$ cat config.mk
export PLATFORM = sky130hd
export DESIGN_NAME = ext_bus_seq
export DESIGN_NICKNAME = d
export VERILOG_FILES = /design/src/rtl/ebus_pkg.sv /design/src/rtl/ebus_phase.sv /design/src/rtl/ebus_cyc_latch.sv /design/src/rtl/ebus_strobe_gen.sv /design/src/rtl/ebus_ad_mux.sv /design/src/rtl/ext_bus_seq.sv
export SDC_FILE = /design/constraint.sdc
export NUM_CORES = 1
export LEC_CHECK = 0
export ABC_AREA = 1
export BUFFER_PORTS_ARGS = -buffer_cell sky130_fd_sc_hd__buf_2
export CORE_ASPECT_RATIO = 1.75
export CORE_MARGIN = 2
export CORE_UTILIZATION = 30
export DETAILED_ROUTE_END_ITERATION = 6
export GPL_TIMING_DRIVEN = 0
export HOLD_SLACK_MARGIN = 0.08
export PLACE_DENSITY = 0.5
export SYNTH_ARGS = -nofsm -noshare
export SYNTH_HDL_FRONTEND = slang
export SYNTH_HIERARCHICAL = 1
export SYNTH_SLANG_ARGS = --single-unit
$ cat constraint.sdc
create_clock -name clk -period 2.33 [get_ports clk]
set_input_delay 0.466 -clock clk [delete_from_list [all_inputs] [get_ports clk]]
set_output_delay 0.466 -clock clk [all_outputs]
set_load 0.005 [all_outputs]
$ cat src/rtl/ebus_pkg.sv
package ebus_pkg;

    localparam int ADDR_W          = 16;
    localparam int DATA_W          = 8;
    localparam int CLKS_PER_STATE  = 2;
    localparam int STATES_PER_MC   = 6;

    localparam int PHASES          = CLKS_PER_STATE * STATES_PER_MC;
    localparam int HALF            = PHASES / 2;
    localparam int PH_W            = $clog2(PHASES);

    // strobe placement, derived from the state length
    localparam int ALE_CLKS        = CLKS_PER_STATE;
    localparam int ADDR_CLKS       = ALE_CLKS + 1;
    localparam int STROBE_START    = ADDR_CLKS;
    localparam int RW_CLKS         = HALF;
    localparam int RW_LAST         = STROBE_START + RW_CLKS - 1;
    localparam int WR_OE_END       = RW_LAST + 1;

    typedef logic [PH_W-1:0]   phase_t;
    typedef logic [ADDR_W-1:0] addr_t;
    typedef logic [DATA_W-1:0] byte_t;

    typedef enum logic [1:0] {
        CYC_IDLE = 2'd0,
        CYC_CODE = 2'd1,
        CYC_DRD  = 2'd2,
        CYC_DWR  = 2'd3
    } cyc_kind_e;

    typedef struct packed {
        cyc_kind_e kind;
        logic      wide;
        addr_t     addr;
        byte_t     wdata;
    } bus_cyc_t;

    function automatic phase_t ph_c(input int v);
        return phase_t'(v);
    endfunction

    function automatic logic is_data(input cyc_kind_e k);
        return (k == CYC_DRD) || (k == CYC_DWR);
    endfunction

    function automatic byte_t hi_byte(input addr_t a);
        return a[ADDR_W-1 -: DATA_W];
    endfunction

    function automatic byte_t lo_byte(input addr_t a);
        return a[DATA_W-1:0];
    endfunction

endpackage

$ cat src/rtl/ebus_phase.sv
module ebus_phase
    import ebus_pkg::*;
(
    input  logic   clk,
    input  logic   rst,
    output phase_t ph,
    output phase_t hpos,
    output logic   second_half,
    output logic   mc_last
);

    assign mc_last     = (ph == ph_c(PHASES - 1));
    assign second_half = (ph >= ph_c(HALF));
    assign hpos        = second_half ? (ph - ph_c(HALF)) : ph;

    always_ff @(posedge clk) begin
        if (rst) begin
            ph <= '0;
        end else if (mc_last) begin
            ph <= '0;
        end else begin
            ph <= ph + ph_c(1);
        end
    end

endmodule

$ cat src/rtl/ebus_cyc_latch.sv
module ebus_cyc_latch
    import ebus_pkg::*;
(
    input  logic      clk,
    input  logic      rst,
    input  logic      mc_last,
    input  logic      req_valid,
    input  cyc_kind_e req_kind,
    input  logic      req_wide,
    input  addr_t     req_addr,
    input  byte_t     req_wdata,
    output bus_cyc_t  cur,
    output logic      req_ack
);

    bus_cyc_t incoming;

    always_comb begin
        incoming.kind  = req_kind;
        incoming.wide  = req_wide;
        incoming.addr  = req_addr;
        incoming.wdata = req_wdata;
    end

    assign req_ack = req_valid & mc_last;

    always_ff @(posedge clk) begin
        if (rst) begin
            cur <= '0;
        end else if (mc_last) begin
            cur <= req_valid ? incoming : '0;
        end
    end

endmodule

$ cat src/rtl/ebus_strobe_gen.sv
module ebus_strobe_gen
    import ebus_pkg::*;
(
    input  cyc_kind_e kind,
    input  phase_t    ph,
    input  phase_t    hpos,
    input  logic      second_half,
    input  logic      ale_off,
    input  logic      ext_exec,
    output logic      ale,
    output logic      psen_n,
    output logic      rd_n,
    output logic      wr_n,
    output logic      cap_now
);

    logic ale_slot;
    logic ale_allowed;
    logic ale_skip;
    logic psen_win;
    logic rw_win;

    always_comb begin
        ale_slot    = (hpos < ph_c(ALE_CLKS));
        ale_allowed = ext_exec | ~ale_off | (kind != CYC_IDLE);
        ale_skip    = is_data(kind) & second_half;
        ale         = ale_slot & ale_allowed & ~ale_skip;

        psen_win    = (hpos >= ph_c(STROBE_START));
        psen_n      = ~((kind == CYC_CODE) & psen_win);

        rw_win      = (ph >= ph_c(STROBE_START)) && (ph <= ph_c(RW_LAST));
        rd_n        = ~((kind == CYC_DRD) & rw_win);
        wr_n        = ~((kind == CYC_DWR) & rw_win);

        cap_now     = ((kind == CYC_CODE) && (hpos == ph_c(HALF - 1)))
                    | ((kind == CYC_DRD)  && (ph == ph_c(RW_LAST)));
    end

endmodule

$ cat src/rtl/ebus_ad_mux.sv
module ebus_ad_mux
    import ebus_pkg::*;
(
    input  bus_cyc_t cur,
    input  phase_t   ph,
    input  phase_t   hpos,
    input  logic     second_half,
    input  byte_t    p2_latch,
    output byte_t    ad_out,
    output logic     ad_oe,
    output byte_t    ah_out
);

    addr_t fetch_addr;
    byte_t data_hi;
    logic  addr_phase;

    always_comb begin
        fetch_addr = second_half ? (cur.addr + addr_t'(1)) : cur.addr;
        data_hi    = cur.wide ? hi_byte(cur.addr) : p2_latch;
        addr_phase = (ph < ph_c(ADDR_CLKS));

        ad_out = '0;
        ad_oe  = 1'b0;
        ah_out = p2_latch;

        unique case (cur.kind)
            CYC_CODE: begin
                ad_oe  = (hpos < ph_c(ADDR_CLKS));
                ad_out = lo_byte(fetch_addr);
                ah_out = hi_byte(fetch_addr);
            end
            CYC_DRD: begin
                ad_oe  = addr_phase;
                ad_out = lo_byte(cur.addr);
                ah_out = data_hi;
            end
            CYC_DWR: begin
                ad_oe  = (ph <= ph_c(WR_OE_END));
                ad_out = addr_phase ? lo_byte(cur.addr) : cur.wdata;
                ah_out = data_hi;
            end
            default: begin
                ad_oe  = 1'b0;
            end
        endcase
    end

endmodule

$ cat src/rtl/ext_bus_seq.sv
module ext_bus_seq
    import ebus_pkg::*;
(
    input  logic        clk,
    input  logic        rst,
    input  logic        ext_exec,
    input  logic        ale_off,
    input  logic        req_valid,
    input  logic [1:0]  req_kind,
    input  logic        req_wide,
    input  logic [15:0] req_addr,
    input  logic [7:0]  req_wdata,
    input  logic [7:0]  p2_latch,
    input  logic [7:0]  ad_in,
    output logic        ale,
    output logic        psen_n,
    output logic        rd_n,
    output logic        wr_n,
    output logic [7:0]  ad_out,
    output logic        ad_oe,
    output logic [7:0]  ah_out,
    output logic        req_ack,
    output logic        busy,
    output logic [7:0]  rdata,
    output logic        rvalid
);

    phase_t   ph;
    phase_t   hpos;
    logic     second_half;
    logic     mc_last;
    bus_cyc_t cur;
    logic     cap_now;

    ebus_phase u_phase (
        .clk         (clk),
        .rst         (rst),
        .ph          (ph),
        .hpos        (hpos),
        .second_half (second_half),
        .mc_last     (mc_last)
    );

    ebus_cyc_latch u_latch (
        .clk       (clk),
        .rst       (rst),
        .mc_last   (mc_last),
        .req_valid (req_valid),
        .req_kind  (cyc_kind_e'(req_kind)),
        .req_wide  (req_wide),
        .req_addr  (req_addr),
        .req_wdata (req_wdata),
        .cur       (cur),
        .req_ack   (req_ack)
    );

    ebus_strobe_gen u_strobe (
        .kind        (cur.kind),
        .ph          (ph),
        .hpos        (hpos),
        .second_half (second_half),
        .ale_off     (ale_off),
        .ext_exec    (ext_exec),
        .ale         (ale),
        .psen_n      (psen_n),
        .rd_n        (rd_n),
        .wr_n        (wr_n),
        .cap_now     (cap_now)
    );

    ebus_ad_mux u_mux (
        .cur         (cur),
        .ph          (ph),
        .hpos        (hpos),
        .second_half (second_half),
        .p2_latch    (p2_latch),
        .ad_out      (ad_out),
        .ad_oe       (ad_oe),
        .ah_out      (ah_out)
    );

    assign busy = is_data(cur.kind);

    always_ff @(posedge clk) begin
        if (rst) begin
            rvalid <= 1'b0;
            rdata  <= '0;
        end else begin
            rvalid <= cap_now;
            if (cap_now) begin
                rdata <= ad_in;
            end
        end
    end

endmodule

==> results.yml <==
global_routing:
  antenna_found_initial: 0
  grt_max_degree: 15
  grt_pass1_wl_mm: 13.3
  grt_pass1_vias: 2846
  track_usage_pct: 16.3
  grt_overflow_total: 0
sta:
  hold_violations: 0
  hold_ws_ns: 0.387
  slew_violations: 0
  period_needed_ns: 2.23
  rsz0062_at_grt: "true"
  setup_violations: 0
  fmax_mhz: 449
  finalCritPeriodShare_pct: 95.6
  worstMarginPinSlew_ns: 0.335
  layout_setup_ws_ns: 0.102
  maxSlewHeadroom_pct: 77.7
  finClkSkew_ns: 0.00317
final_layout:
  drive_gt1_share_pct: 37.8
  multi_input_area_um2: 1750
  n_fill_cell: 1036
  fin_cells: 623
  nets: 554
  diodes: 0
  area_delta_synth_final_pct: 30.5
  regArea_um2: 817
logic_synthesis:
  synth_seq_area_share_pct: 28.5
  syn-instance-count: 411
  synth_edf_count: 0
  synth_area_per_cell_um2: 6.83
  ys_ff_latch: 40
  yosys_warnings: 6
  synthArstFlopShare_pct: 0
  synth_common_cells: "121 x nand2_1, 46 x nor2_1, 40 x dfxtp_1, 37 x inv_1, 29 x nand3_1"
  synth_top_area_share_pct: 28.5
  synth.largest_area_cell: "dfxtp_1"
  syn-num-nets: 463
  syn_area_um2: 2810
  synth-main-ff-cell: "dfxtp_1"
  yosys.cell_types.count: 32
  synthMostInstantiatedCell: "nand2_1"
  yosys-top-cells-area: "dfxtp_1 29%, nand2_1 16%, nand3_2 7.5%"
place:
  dpl.hpwl_mm: 6.36
  post-place-ws_ns: 0.0297
  io_buffer_count: 78
  placed_cells: 609
  gp_congestion: 0.833
setup_path:
  crit_path_top_delay_cell: "dfxtp_4"
  crit_family: "simple AND/OR/NAND/NOR gates"
  crit_fanout: 4
  cp-end-kind: "primary output"
  rrSetupSlack_ns: 0.41
  cp_num_buf_inv: 3
  setup.worst_path.start_class: "register"
  cp.arrival_ns: 1.76
  required_ns: 1.86
  criticalPathCategory: "register to primary output"
  crit_chain: "inv_4 -> ha_4 -> nand3_4 -> nand2_4 -> buf_4 -> nand2_1 -> nand2_1 -> nor2_1 -> nand3_1 -> o211ai_1 -> buf_2"
  cp_common_cell: "nand2_1"
  cpPeakStageDelay_ns: 0.37
drt:
  postRouteAntennaNets: 0
  drt_iter0_drc: 112
  drtPass1Iterations: 4
  vias: 2847
  drc_errors: 0
  post_drt_wl_per_cell_um: 13.0
  wl_mm: 8.12
  vias_per_cell: 4.57
die:
  ios: 80
  core_um2: 9090
  initial_core_util_pct: 30.8
  die_area_um2: 10200
  rows: 46
  die_w_um: 77.1
  die_h_um: 132
outcome:
  status: "finished, final reports clean"
power:
  ir_drop_uv: 344
  p_per_area_nw_per_um2: 460
  p_leak_nw: 1.59
  power_mw: 1.68
min_path:
  hold_class: "input pin to register"
flow_run:
  drv_cap: 0
clock_tree:
  cts_root_buffer: "clkbuf_16"
  cts_made_buffers: 5
  htree_levels: 2
  cts_tree: "done"
  clk-insertion-delay-late_ns: 0.29
  hold_buffers: 0
  clkTransAtPathRegs_ns: 0.06
  clockBufferDepth: 2
  clock_sinks: 40
==> per-stage QoR <==
stage	util [%]	area [um2]	TNS [ns]
5_1_grt	40.2	3660	-0.0471
2_1_floorplan	-	2810	0
3_3_place_gp	36.8	3350	0
6_report	40.2	3660	0
4_1_cts	39.4	3590	0
3_5_place_dp	36.8	3350	0
==> per-layer routing <==
layer	vias to the layer above	track usage (%)	wire [um]
met1	1257	16.0	3020
met3	14	3.56	397
met2	74	31.9	4480
met5	-	0	0
met4	0	6.94	226
li1	1502	-	-
==> cells by family (layout without fill, tap and decap cells) <==
kind of cell | count (synthesis) | after routing | share of synthesized area, %
xor gates and xnor gates | 6 | 6 | 1.87
adders and majority gates | 4 | 4 | 1.78
AOI/OAI and AO/OA | 63 | 63 | 15.8
DFF | 40 | 40 | 28.5
buffers and inverters | 59 | 151 | 11.5
and+or+nand+nor | 239 | 239 | 40.5
==> power by group <==
part           total [mW]  internal [mW]  switching [mW]
logic               0.185         0.0888          0.0965
clock network       0.801          0.509           0.292
registers           0.698          0.687          0.0114
total                1.68           1.28           0.400
==> placed cells by master, fill, tap and decap left out, types with 4 or more instances in the layout <==
| master | instances |
|---|---|
| nor2_2 | 9 |
| a21oi_1 | 9 |
| inv_2 | 7 |
| buf_2 | 81 |
| nand2_1 | 119 |
| buf_12 | 4 |
| a22oi_1 | 11 |
| buf_4 | 10 |
| dfxtp_4 | 4 |
| nand2_2 | 6 |
| nor2_4 | 4 |
| nand3_2 | 20 |
| nor2_1 | 43 |
| inv_1 | 34 |
| clkbuf_16 | 5 |
| dfxtp_1 | 35 |
| a21oi_2 | 21 |
| xnor2_1 | 4 |
| buf_6 | 4 |
| nand3_1 | 29 |
| o21ai_0 | 10 |
==> registers in the layout (all words and copies together) (netlist names) <==
signal       cells
rdata            8
u_latch/cur     27
rvalid           1
u_phase/ph       4
==> path summary, 6_finish.rpt <==
check / end / depth (start not counted) / from
max: ad_oe / 11 / u_phase/ph[0]$_SDFF_PP0_
min: rvalid$_SDFF_PP0_ / 2 / rst
max reg2reg: rdata[3]$_SDFFE_PP0P_ / 16 / u_phase/ph[0]$_SDFF_PP0_
min reg2reg: u_latch/cur[24]$_SDFFE_PP0P_ / 2 / u_latch/cur[24]$_SDFFE_PP0P_
==> final cells by class <==
cell class	instances	share of cell area, %
Multi-Input combinational cell	312	47.7
Sequential cell	40	22.3
Timing Repair Buffer	84	12.2
Inverter	43	4.55
Buffer	16	4.41
Tap cell	120	4.10
Clock buffer	5	3.42
Clock inverter	3	1.26
==> worst reg2reg max path, stage by stage (launching register included) <==
cell and delay (ns):
dfxtp_4 0.36, inv_4 0.06, ha_4 0.14, nand3_4 0.09, nand2_4 0.10, buf_4 0.13
nand2_1 0.05, nand2_1 0.09, inv_1 0.05, nor2_1 0.09, nand3_1 0.14, nand2_1 0.11
buf_6 0.13, buf_6 0.14, nand2_2 0.05, nand2_1 0.06, nor2_2 0.03
==> timing repair <==
item,in CTS,in global routing
pin swaps,2,11
resized for setup,10,19
buffers inserted,5,1
cloned,0,0
setup endpoints to repair,19,18
Power figures use the tool's default switching activity.
